<file path="src/rtl/rstgen_pkg.sv">
package rstgen_pkg;

    localparam int CODE_W    = 5;
    localparam int NUM_CODES = 19;
    localparam int N_LVL     = 13;
    localparam int N_TEMP    = 2;

    typedef logic [CODE_W-1:0] cause_t;

    localparam cause_t C_POWER_ON = 5'd0;
    localparam cause_t C_RESERVED = 5'd6;
    localparam cause_t C_TEMP0    = 5'd13;
    localparam cause_t C_PVDD     = 5'd15;
    localparam cause_t C_ILIM     = 5'd16;

    // cause code for level request bit idx
    function automatic int lvl_code(input int idx);
        int c;
        if (idx < 5)       c = idx + 1;
        else if (idx < 11) c = idx + 2;
        else               c = idx + 6;
        return c;
    endfunction

endpackage

</file>
<file path="src/rtl/rstgen_cond.sv">
module rstgen_cond
    import rstgen_pkg::*;
(
    input  logic                 clk_i,
    input  logic                 por_ni,
    input  logic [N_LVL-1:0]     lvl_req_i,
    input  logic [N_TEMP-1:0]    temp_err_i,
    input  logic                 pvdd_ok_i,
    input  logic                 ilim_ok_i,
    output logic [NUM_CODES-1:0] req_o
);

    typedef struct packed {
        logic [N_TEMP-1:0] temp_prev;
    } cond_state_t;

    cond_state_t st_d, st_q;
    logic [N_TEMP-1:0] temp_fall;

    always_comb begin
        st_d           = st_q;
        temp_fall      = st_q.temp_prev & ~temp_err_i;
        st_d.temp_prev = temp_err_i;
    end

    always_ff @(posedge clk_i or negedge por_ni) begin
        if (!por_ni) st_q <= '0;
        else         st_q <= st_d;
    end

    // power-on is handled asynchronously; reserved code never requests
    assign req_o[C_POWER_ON] = 1'b0;
    assign req_o[C_RESERVED] = 1'b0;
    assign req_o[C_PVDD]     = ~pvdd_ok_i;
    assign req_o[C_ILIM]     = ~ilim_ok_i;

    for (genvar gi = 0; gi < N_LVL; gi++) begin : g_lvl
        assign req_o[lvl_code(gi)] = lvl_req_i[gi];
    end

    for (genvar gt = 0; gt < N_TEMP; gt++) begin : g_temp
        assign req_o[int'(C_TEMP0) + gt] = temp_fall[gt];
    end

endmodule

</file>
<file path="src/rtl/rstgen_prio.sv">
module rstgen_prio #(
    parameter int N = 19,
    parameter int W = 5
) (
    input  logic [N-1:0] req_i,
    output logic         any_o,
    output logic [W-1:0] code_o
);

    always_comb begin
        any_o  = |req_i;
        code_o = '0;
        for (int i = N - 1; i >= 0; i--) begin
            if (req_i[i]) code_o = W'(i);
        end
    end

endmodule

</file>
<file path="src/rtl/rstgen_stretch.sv">
module rstgen_stretch #(
    parameter int STRETCH = 4,
    localparam int CNT_W  = $clog2(STRETCH + 1)
) (
    input  logic clk_i,
    input  logic por_ni,
    input  logic act_i,
    output logic rst_o,
    output logic start_o
);

    typedef struct packed {
        logic             rst;
        logic [CNT_W-1:0] cnt;
    } str_state_t;

    localparam str_state_t ST_RESET = '{rst: 1'b1, cnt: CNT_W'(STRETCH)};

    str_state_t st_d, st_q;

    always_comb begin
        st_d    = st_q;
        start_o = act_i & ~st_q.rst;
        if (act_i) begin
            st_d.rst = 1'b1;
            st_d.cnt = CNT_W'(STRETCH);
        end else if (st_q.cnt != '0) begin
            st_d.rst = 1'b1;
            st_d.cnt = st_q.cnt - 1'b1;
        end else begin
            st_d.rst = 1'b0;
        end
    end

    always_ff @(posedge clk_i or negedge por_ni) begin
        if (!por_ni) st_q <= ST_RESET;
        else         st_q <= st_d;
    end

    assign rst_o = st_q.rst;

endmodule

</file>
<file path="src/rtl/boot_reset_gen.sv">
module boot_reset_gen
    import rstgen_pkg::*;
#(
    parameter int STRETCH = 4
) (
    input  logic              clk_i,
    input  logic              pwr_ok_i,
    input  logic [N_LVL-1:0]  lvl_req_i,
    input  logic [N_TEMP-1:0] temp_err_i,
    input  logic              pvdd_ok_i,
    input  logic              ilim_ok_i,
    output logic              rst_o,
    output logic [CODE_W-1:0] cause_o
);

    typedef struct packed {
        cause_t cause;
    } top_state_t;

    logic [NUM_CODES-1:0] req;
    logic                 any_req;
    cause_t               win_code;
    logic                 start;
    top_state_t           st_d, st_q;

    rstgen_cond u_cond (
        .clk_i      (clk_i),
        .por_ni     (pwr_ok_i),
        .lvl_req_i  (lvl_req_i),
        .temp_err_i (temp_err_i),
        .pvdd_ok_i  (pvdd_ok_i),
        .ilim_ok_i  (ilim_ok_i),
        .req_o      (req)
    );

    rstgen_prio #(.N(NUM_CODES), .W(CODE_W)) u_prio (
        .req_i  (req),
        .any_o  (any_req),
        .code_o (win_code)
    );

    rstgen_stretch #(.STRETCH(STRETCH)) u_stretch (
        .clk_i   (clk_i),
        .por_ni  (pwr_ok_i),
        .act_i   (any_req),
        .rst_o   (rst_o),
        .start_o (start)
    );

    always_comb begin
        st_d = st_q;
        if (start) st_d.cause = win_code;
    end

    always_ff @(posedge clk_i or negedge pwr_ok_i) begin
        if (!pwr_ok_i) st_q <= '{cause: C_POWER_ON};
        else           st_q <= st_d;
    end

    assign cause_o = st_q.cause;

endmodule

</file>
<file path="config.mk">
export PLATFORM = sky130hd
export DESIGN_NAME = boot_reset_gen
export DESIGN_NICKNAME = d
export VERILOG_FILES = /design/src/rtl/rstgen_pkg.sv /design/src/rtl/rstgen_cond.sv /design/src/rtl/rstgen_prio.sv /design/src/rtl/rstgen_stretch.sv /design/src/rtl/boot_reset_gen.sv
export SDC_FILE = /design/constraint.sdc
export NUM_CORES = 1
export LEC_CHECK = 0
export CAP_MARGIN = 30
export CORE_MARGIN = 2
export CORE_UTILIZATION = 44
export CTS_CLUSTER_DIAMETER = 30
export CTS_CLUSTER_SIZE = 25
export DETAILED_ROUTE_END_ITERATION = 10
export PLACE_DENSITY = 0.79
export SLEW_MARGIN = 20
export SYNTH_ARGS = -nofsm -noshare
export SYNTH_HDL_FRONTEND = slang
export SYNTH_SLANG_ARGS = --single-unit
export TNS_END_PERCENT = 1
</file>
<file path="constraint.sdc">
create_clock -name clk_i -period 3.02 [get_ports clk_i]
set_input_delay 0.604 -clock clk_i [delete_from_list [all_inputs] [get_ports clk_i]]
set_output_delay 0.604 -clock clk_i [all_outputs]
set_load 0.02 [all_outputs]
</file>
* Yosys cells after proc, flatten, opt, wreduce, memory -nomap -nowiden
Index checks and enable logic that the tools add are counted.
Word-level totals: word-level logic and storage cells 34, latch bits 0, ROM bits 0, input bits 19, memories 0, output and inout bits 6, bits in registers 11, bits in writable memories 0
Operators by class: reductions and logical operators 3, $mul 0, shift-type cells 0, order comparisons 0, bitwise operators 6, multiplexer cells 20, div/mod/pow operators 0, add/subtract/negate cells 1, equality and inequality tests 0
Operators with widths (count):
- $mux 5 | 17
- $reduce_or 17->1 | 1
- $mux 4 | 1
- $mux 3 | 1
- $not 1->1 | 3
- $reduce_bool 3->1 | 1
- $sub 3x1->3 const B | 1
- $and 2x2->2 | 1
- $not 2->2 | 1
- $reduce_bool 2->1 | 1
- $and 1x1->1 | 1
- $mux 1 | 1

* Depth between registers and ports, before layout
Gate-level depths: netlist (run 1).
word-level depth 17, mapped depth 6, depth with buffers taken out 6

* Hierarchy
A second synthesis (run 1) with hierarchy kept.
Second synthesis, totals: cells, all modules 89, area total of the unflattened synthesis 818.3 µm²
Modules (own cells, without submodules):
- rstgen_stretch | sequential area each 102.6 µm², area an instance 219.0 µm², cells each 19, instances 1
- rstgen_prio | sequential area each 0.0 µm², area an instance 216.5 µm², cells each 38, instances 1
- rstgen_cond | sequential area each 50.0 µm², area an instance 201.4 µm², cells each 22, instances 1
- boot_reset_gen | sequential area each 125.1 µm², area an instance 181.4 µm², cells each 10, instances 1

* Worst setup path after synthesis (run 1)
OpenSTA, ideal clock, no wires.
path kind input to register, from input port temp_err_i[1], to register st_q (netlist bit cause_o[0]), stages on the path 4, required time 2.895 ns, path slack 1.361 ns, data arrival time 1.534 ns, path buffers 0, setup time 0.125 ns, path through and2b_1 nor3_2 a31oi_1 mux2_2
Between the ends: cells in the longest elaborated chain, start to end 15, elaborated cells on any way between the ends 17, classes of those cells mux (13); bitwise (3); reduce/logical (1)
Ends and longest elaborated chain:
- start, declared | RTL line boot_reset_gen.sv:9 | input logic [N_TEMP-1:0] temp_err_i,
- $not 2->2 * | RTL line rstgen_cond.sv:22 | temp_fall = st_q.temp_prev & ~temp_err_i;
- $and 2x2->2 * | RTL line rstgen_cond.sv:22
- $mux 5 (13 in a row) | RTL line rstgen_prio.sv:14 | if (req_i[i]) code_o = W'(i);
- end signal, assigned | RTL line boot_reset_gen.sv:56 | if (!pwr_ok_i) st_q <= '{cause: C_POWER_ON};
- end signal, assigned | RTL line boot_reset_gen.sv:57 | else st_q <= st_d;
- end, declared | RTL line boot_reset_gen.sv:24 | top_state_t st_d, st_q;
Mark *: on every way between the ends. The rest lies on a longest branch, timed or not. A chain may end at the register's enable or synchronous reset.

* Worst setup path in the final report (run 1)
from register u_stretch.st_q (netlist bit u_stretch.rst_o), to output port rst_o
RTL lines:
- start, declared | RTL line rstgen_stretch.sv:19 | str_state_t st_d, st_q;
- start signal, assigned | RTL line rstgen_stretch.sv:37 | else st_q <= st_d;
- end, declared | RTL line boot_reset_gen.sv:12 | output logic rst_o,
No word-level cell between the ends.

==> qor.csv, run 1 <==
stage,metric,value,unit
timing,unrepaired setup endpoints after global routing,no,
synthesis,Post-Synth XOR/XNOR Area,0.0124,
detailed_routing,number of vias per cell after detailed routing,5.56,
detailed_routing,Detailed Route Iter0 Violations,19,
setup_path,delay contributed by the slowest stage of the critical path,620,ps
grt,global-route wire length before repair,2.52,mm
place,number of port buffers,24,
grt,GRT Residual Overflow,0,
grt,global routing usage summed across all routing layers,0.175,
floorplan,Top Ports,25,
setup_path,top fanout value on the critical path,7,
setup_path,endpoint of the lowest-slack register-to-register path,cause_o[0]$_DFFE_PN0P_,
timing,post-route worst setup slack,944,ps
timing,count of endpoints failing hold in the final timing report,0,
timing,Max-Slew Margin vs Limit,0.682,
timing,clock skew after layout,3.84,ps
timing,pin slew with the least headroom to its limit,476,ps
floorplan,Chip Width,44.1,um
setup_path,source of the worst register-to-register timing path,u_cond.st_q[0]$_DFF_PN0_,
floorplan,core region area,0.00151,sq mm
setup_path,slowest CP cell,sky130_fd_sc_hd__clkdlybuf4s50_1,
clock_network,root buf cell,sky130_fd_sc_hd__clkbuf_4,
finish,Area Overhead vs Synth,40.5,%
place,worst setup timing slack at the placement stage,769,ps
synthesis,most instantiated flip-flop cell in the synthesis netlist,sky130_fd_sc_hd__dfrtp_1,
place,Placed Cells incl. Taps,112,
floorplan,height of the die,44.1,um
synthesis,"share of synthesized cell area in full adder, half adder and majority cells",0.0354,
detailed_routing,number of iterations in the first detailed-routing pass,4,
clock_network,H-tree depth,1,
grt,pin count of the biggest net entering global routing,12,
job,max_cap viols,0,
timing,number of endpoints failing setup at the final stage,0,
synthesis,top post-synthesis cells by area,"sky130_fd_sc_hd__dfrtp_1, sky130_fd_sc_hd__dfstp_2, sky130_fd_sc_hd__nor3_2",
synthesis,count of unique library cells instantiated by Yosys,38,
clock_network,hold buffers post-CTS,0,
power_and_ir_drop,largest voltage drop on the vdd net,303,uV
detailed_routing,detail-routed net length per standard cell,13.2,um
setup_path,"Buf+Inv Stages, Crit Path",1,
setup_path,cell depth of the worst flop-to-flop path,4,
power_and_ir_drop,leakage power figure,0.380,nW
setup_path,worst path arrival time,1470,ps
synthesis,post-synthesis cell count,72,
grt,antenna violations before repair,0,
setup_path,Worst setup endpoint,rst_o,
synthesis,most repeated cell in the gate-level netlist after synthesis,sky130_fd_sc_hd__dfrtp_1,
timing,shortest period the worst path allows,2080,ps
clock_network,clock tree from TritonCTS,done,
finish,area of the multi-input gates,414,sq um
finish,"number of standard cells in the layout, taps in and fillers out",116,
run_status,status,completed,
place,detailed placement HPWL,1.29,mm
clock_network,Worst-path clk slew,70,ps
grt,number of global-route vias before repair,599,
setup_path,Levels on crit path,1,
synthesis,"Net Count, Synth",93,
synthesis,complex-gate fraction of the synthesized area,0.159,
finish,layout filler cell count,128,
finish,final design area excluding fillers,993,sq um
power_and_ir_drop,Pwr Density,318,mW/mm^2
synthesis,top cell type by total area after synthesis,sky130_fd_sc_hd__dfrtp_1,
clock_network,Clock Sink Count,11,
setup_path,Worst Setup End Kind,primary output,
timing,Post-Route Setup TNS,0,ps
synthesis,synth warn,0,
setup_path,gate family responsible for the most delay along the worst path,buffers and inverters,
setup_path,launching element of the worst setup path,u_stretch.rst_o$_DFF_PN1_,
place,cell area after placement,967,sq um
detailed_routing,# DRC,0,
finish,Total Nets Final,122,
finish,antenna diode count,0,
place,placer congestion estimate,0.769,
detailed_routing,number of antenna-violating nets in the routed design,0,
detailed_routing,Total Routed Length,1.53,mm
clock_network,cts repair resizes,0,
setup_path,CP required,2420,ps
timing,count of final max-slew check failures,0,
synthesis,Async SR Flop Fraction,1.00,
synthesis,cell area after synthesis,707,sq um
synthesis,share of the yosys chip area belonging to registers,0.393,
timing,highest attainable clock frequency,482,MHz
setup_path,kind of critical path,reg2out,
clock_network,number of clock buffers inserted by TritonCTS,3,
synthesis,multiplexer share of the synthesized area,0.0460,
synthesis,Post-synth EDFFs,0,
clock_network,clk_lat worst skew,270,ps
synthesis,synthesis-stage register bit count,11,
synthesis,simple-gate portion of the synthesized area,0.333,
setup_path,critical path cell sequence,clkdlybuf4s50_1,
timing,"Period Utilization, post-route",0.688,
synthesis,largest family of logic cells by synthesized area,simple AND/OR/NAND/NOR gates,
synthesis,fraction of synthesized cell area taken by the top area cell type,0.319,
floorplan,die outline area,0.00194,sq mm
floorplan,initial cell density of the core,0.469,
detailed_routing,DR vias,645,
synthesis,mean post-synth cell area,9.82,sq um
finish,fraction of layout cells with a size suffix above 1,0.130,
finish,Sequential cell area,278,sq um
worst_hold_path,path category of the worst min-delay check,reg2reg,
clock_network,Max Root-Sink Buffers,2,
setup_path,crit start category,flip-flop,
synthesis,most numerous cell types in the synthesized netlist,"sky130_fd_sc_hd__dfrtp_1, sky130_fd_sc_hd__nor2_1, sky130_fd_sc_hd__inv_1",
clock_network,number of post-CTS setup repair buffers,0,
floorplan,Placement Rows,14,
setup_path,"reg-to-reg slack, setup",1520,ps
[worst register-to-register path, delay by kind of cell, from the launching register on]
| family | cells | cell delay [ps] |
|---|---|---|
| simple gates | 2 | 380 |
| flops | 1 | 330 |
| mux | 1 | 370 |
| compound gates | 1 | 310 |
[state kept, by name (all words and copies together), names as in the netlist]
name / flops
cause_o: 5
u_stretch.rst_o: 1
u_cond.st_q: 2
u_stretch.st_q: 3
[how the worst min path moves through the flow]
stage / startpoint / to / slack [ps] / depth (start not counted)
6_report: cause_o[4]$_DFFE_PN0P_ / cause_o[4]$_DFFE_PN0P_ / 490 / 1
4_1_cts: cause_o[4]$_DFFE_PN0P_ / cause_o[4]$_DFFE_PN0P_ / 500 / 1
5_1_grt: cause_o[2]$_DFFE_PN0P_ / cause_o[2]$_DFFE_PN0P_ / 520 / 1
3_5_place_dp: cause_o[4]$_DFFE_PN0P_ / cause_o[4]$_DFFE_PN0P_ / 480 / 1
3_3_place_gp: cause_o[4]$_DFFE_PN0P_ / cause_o[4]$_DFFE_PN0P_ / 480 / 1
2_1_floorplan: pwr_ok_i / cause_o[0]$_DFFE_PN0P_ / 310 / 0
[cell usage in the layout, fill, tap and decap left out, drive strengths merged, types with 2 or more instances in the layout]
master and n:
a21boi 2, a31oi 2, and3 2, clkbuf 4, clkdlybuf4s50 24, dfrtp 9
dfstp 2, ha 2, inv 4, mux2 2, nand2 3, nand3b 2
nor2 8, nor2b 3, nor3 5, nor3b 2, nor4 2, o21ai 2
o31ai 2, or3 3
[area by class of cell]
cell class                      instances  area share
Inverter                                4      0.0151
Multi-Input combinational cell         57       0.417
Tap cell                               16      0.0202
Sequential cell                        11       0.280
Timing Repair Buffer                   24       0.242
Clock buffer                            4      0.0264
[per-stage QoR]
stage          hold slack [ps]   util  total power [mW]
6_report                   493  0.659             0.316
5_1_grt                    523  0.659             0.333
4_1_cts                    496  0.659             0.319
3_5_place_dp               481  0.642             0.221
3_3_place_gp               477  0.642             0.220
2_1_floorplan              308      -             0.178
[report_power, final]
part | internal [mW] | switching (mW) | total [mW]
Sequential | 0.151 | 0.00170 | 0.153
Combinational | 0.0367 | 0.0288 | 0.0654
Clock | 0.0511 | 0.0464 | 0.0975
Total | 0.239 | 0.0768 | 0.316
[cells by family (layout without fill, tap and decap cells)]
| logic type | Yosys count | count (layout) |
|---|---|---|
| flip-flops | 11 | 11 |
| multiplexers | 3 | 3 |
| buffers and inverters | 4 | 32 |
| adder cells (fa/ha/maj) | 2 | 2 |
| AO/OA/AOI/OAI | 15 | 15 |
| AND/OR/NAND/NOR | 36 | 36 |
| XOR/XNOR | 1 | 1 |
[per-layer routing]
layer  up-vias  GRT usage  share of wire
met4         0     0.0182              0
met5         -          0              0
met1       305      0.252           0.50
met2        11      0.265           0.46
li1        329          -              -
met3         0     0.0612          0.041
(Power assumes the default switching activity.)
==> run 2: changes to the inputs <==
--- a/config.mk
+++ b/config.mk
@@ -7,11 +7,11 @@
 export LEC_CHECK = 0
 export CAP_MARGIN = 30
 export CORE_MARGIN = 2
-export CORE_UTILIZATION = 44
+export CORE_UTILIZATION = 39
 export CTS_CLUSTER_DIAMETER = 30
 export CTS_CLUSTER_SIZE = 25
 export DETAILED_ROUTE_END_ITERATION = 10
-export PLACE_DENSITY = 0.79
+export PLACE_DENSITY = 0.74
 export SLEW_MARGIN = 20
 export SYNTH_ARGS = -nofsm -noshare
 export SYNTH_HDL_FRONTEND = slang
==> constraint.sdc (replaced) <==
create_clock -name clk_i -period 1.7 [get_ports clk_i]
set_input_delay 0.34 -clock clk_i [delete_from_list [all_inputs] [get_ports clk_i]]
set_output_delay 0.34 -clock clk_i [all_outputs]
set_load 0.02 [all_outputs]
==> qor.csv, run 2 (synthesized netlist as in run 1, its figures left out) <==
stage,metric,value,unit,change
run_status,status,completed,,unchanged
power_and_ir_drop,Pwr Density,525,mW/mm^2,was 318 mW/mm^2
setup_path,kind of critical path,in2reg,,was reg2out
floorplan,die outline area,0.00217,sq mm,was 0.00194 sq mm
floorplan,core region area,0.00171,sq mm,was 0.00151 sq mm
finish,utilization after layout,0.666,,was 0.659
floorplan,Top Ports,25,,unchanged
clock_network,clock tree from TritonCTS,done,,unchanged
detailed_routing,number of vias per cell after detailed routing,5.14,,was 5.56
clock_network,root buf cell,sky130_fd_sc_hd__clkbuf_4,,unchanged
detailed_routing,number of iterations in the first detailed-routing pass,4,,unchanged
power_and_ir_drop,largest voltage drop on the vdd net,481,uV,was 303 uV
detailed_routing,number of antenna-violating nets in the routed design,0,,unchanged
power_and_ir_drop,total power of the final layout,0.597,mW,was 0.316 mW
finish,layout filler cell count,146,,was 128
timing,count of endpoints failing hold in the final timing report,0,,unchanged
clock_network,Worst-path clk slew,70,ps,about the same
detailed_routing,detail-routed net length per standard cell,12.2,um,was 13.2 um
timing,"Period Utilization, post-route",0.974,,
finish,antenna diode count,0,,unchanged
floorplan,Placement Rows,15,,was 14
grt,global-route wire length before repair,2.89,mm,was 2.52 mm
clock_network,Max Root-Sink Buffers,2,,unchanged
detailed_routing,Total Routed Length,1.73,mm,was 1.53 mm
detailed_routing,# DRC,0,,unchanged
finish,Total Nets Final,139,,was 122
timing,post-route worst setup slack,43.8,ps,was 944 ps
grt,antenna violations before repair,0,,unchanged
timing,worst slack on hold paths,394,ps,was 493 ps
grt,global routing usage summed across all routing layers,0.193,,was 0.175
setup_path,gate family responsible for the most delay along the worst path,simple AND/OR/NAND/NOR gates,,was buffers and inverters
power_and_ir_drop,leakage power figure,0.464,nW,was 0.380 nW
timing,highest attainable clock frequency,604,MHz,
clock_network,number of clock buffers inserted by TritonCTS,3,,unchanged
clock_network,clk_lat worst skew,270,ps,about the same
grt,pin count of the biggest net entering global routing,12,,unchanged
setup_path,worst path arrival time,1810,ps,was 1470 ps
setup_path,critical path cell sequence,clkdlybuf4s50_1 -> and2b_1 -> nor3_2 -> a31oi_2 -> mux2_1,,was clkdlybuf4s50_1
setup_path,delay contributed by the slowest stage of the critical path,470,ps,was 620 ps
timing,unrepaired setup endpoints after global routing,yes,,was no
timing,Post-Route Setup TNS,0,ps,unchanged
detailed_routing,Detailed Route Iter0 Violations,13,,was 19
finish,Area Overhead vs Synth,60.9,%,was 40.5%
clock_network,Clock Sink Count,11,,unchanged
setup_path,"Buf+Inv Stages, Crit Path",1,,unchanged
timing,count of final max-slew check failures,0,,unchanged
timing,clock skew after layout,3.26,ps,was 3.84 ps
grt,number of global-route vias before repair,677,,was 599
timing,Max-Slew Margin vs Limit,0.675,,was 0.682
place,placer congestion estimate,0.764,,was 0.769
floorplan,Chip Width,46.6,um,was 44.1 um
place,detailed placement HPWL,1.47,mm,was 1.29 mm
worst_hold_path,path category of the worst min-delay check,in2async,,was reg2reg
place,worst setup timing slack at the placement stage,-253,ps,was 769 ps
finish,most common library cell in the layout ignoring fill and taps,sky130_fd_sc_hd__clkdlybuf4s50_1,,unchanged
setup_path,crit start category,input port,,was flip-flop
grt,GRT Residual Overflow,0,,unchanged
setup_path,top fanout value on the critical path,5,,was 7
clock_network,number of post-CTS setup repair buffers,0,,unchanged
timing,shortest period the worst path allows,1660,ps,
finish,most frequent cells in the layout,"sky130_fd_sc_hd__clkdlybuf4s50_1, sky130_fd_sc_hd__buf_4, sky130_fd_sc_hd__dfrtp_1",,"was sky130_fd_sc_hd__clkdlybuf4s50_1, sky130_fd_sc_hd__dfrtp_1, sky130_fd_sc_hd__nor2_1"
floorplan,initial cell density of the core,0.414,,was 0.469
setup_path,slowest CP cell,sky130_fd_sc_hd__clkdlybuf4s50_1,,unchanged
job,max_cap viols,0,,unchanged
finish,"flip-flop count of the largest register, all copies and words added",5,,unchanged
place,number of port buffers,24,,unchanged
clock_network,H-tree depth,1,,unchanged
setup_path,Worst Setup End Kind,flip-flop,,was primary output
detailed_routing,DR vias,730,,was 645
setup_path,CP required,1860,ps,was 2420 ps
finish,fraction of layout cells with a size suffix above 1,0.265,,was 0.130
floorplan,height of the die,46.6,um,was 44.1 um
timing,pin slew with the least headroom to its limit,485,ps,was 476 ps
timing,number of endpoints failing setup at the final stage,0,,unchanged
[run 2: routing by layer]
| metal | vias to the layer above | global-route usage | wire length (um) |
|---|---|---|---|
| li1 | 359 | - | - |
| met1 | 352 | 0.267 | 846 |
| met2 | 19 | 0.294 | 782 |
| met3 | 0 | 0.0667 | 102 |
| met4 | 0 | 0.0343 | 0 |
| met5 | - | 0 | 0 |
[run 2: metrics by stage]
step           std cells  cell area, sq um
2_1_floorplan         72               707
3_3_place_gp         138              1110
3_5_place_dp         138              1110
4_1_cts              142              1130
5_1_grt              142              1140
6_report             142              1140
[run 2: repair_timing]
item                                    CTS  global route
hold buffers                              0             0
hold endpoints to repair                  0             0
endpoints found under the setup margin    1             2
resized for setup                         1             1
[run 2: final timing paths]
path                                           from                             to  slack (ps)  depth (start not counted)
min in group clk_i           cause_o[4]$_DFFE_PN0P_         cause_o[4]$_DFFE_PN0P_         490                          1
max reg2reg                u_cond.st_q[1]$_DFF_PN0_         cause_o[2]$_DFFE_PN0P_         260                          4
min reg2reg                  cause_o[4]$_DFFE_PN0P_         cause_o[4]$_DFFE_PN0P_         490                          1
max                                   temp_err_i[1]         cause_o[2]$_DFFE_PN0P_          40                          5
max in group asynchronous                  pwr_ok_i  u_stretch.st_q[2]$_DFFE_PN1P_         960                          1
min                                        pwr_ok_i         cause_o[2]$_DFFE_PN0P_         390                          1
[run 2: area by class of cell]
class                      instances  area, sq um  share of cell area
multi-input combinational         57          420               0.370
tap                               25         31.3              0.0275
clock buffer                       4         26.3              0.0231
timing repair buffer              41          367               0.322
inverter                           4         15.0              0.0132
sequential                        11          278               0.244
[run 2: report_power, final]
group	switching (mW)	internal, mW
Clock	0.0915	0.0909
Sequential	0.00377	0.269
Combinational	0.0566	0.0855
Total	0.152	0.445
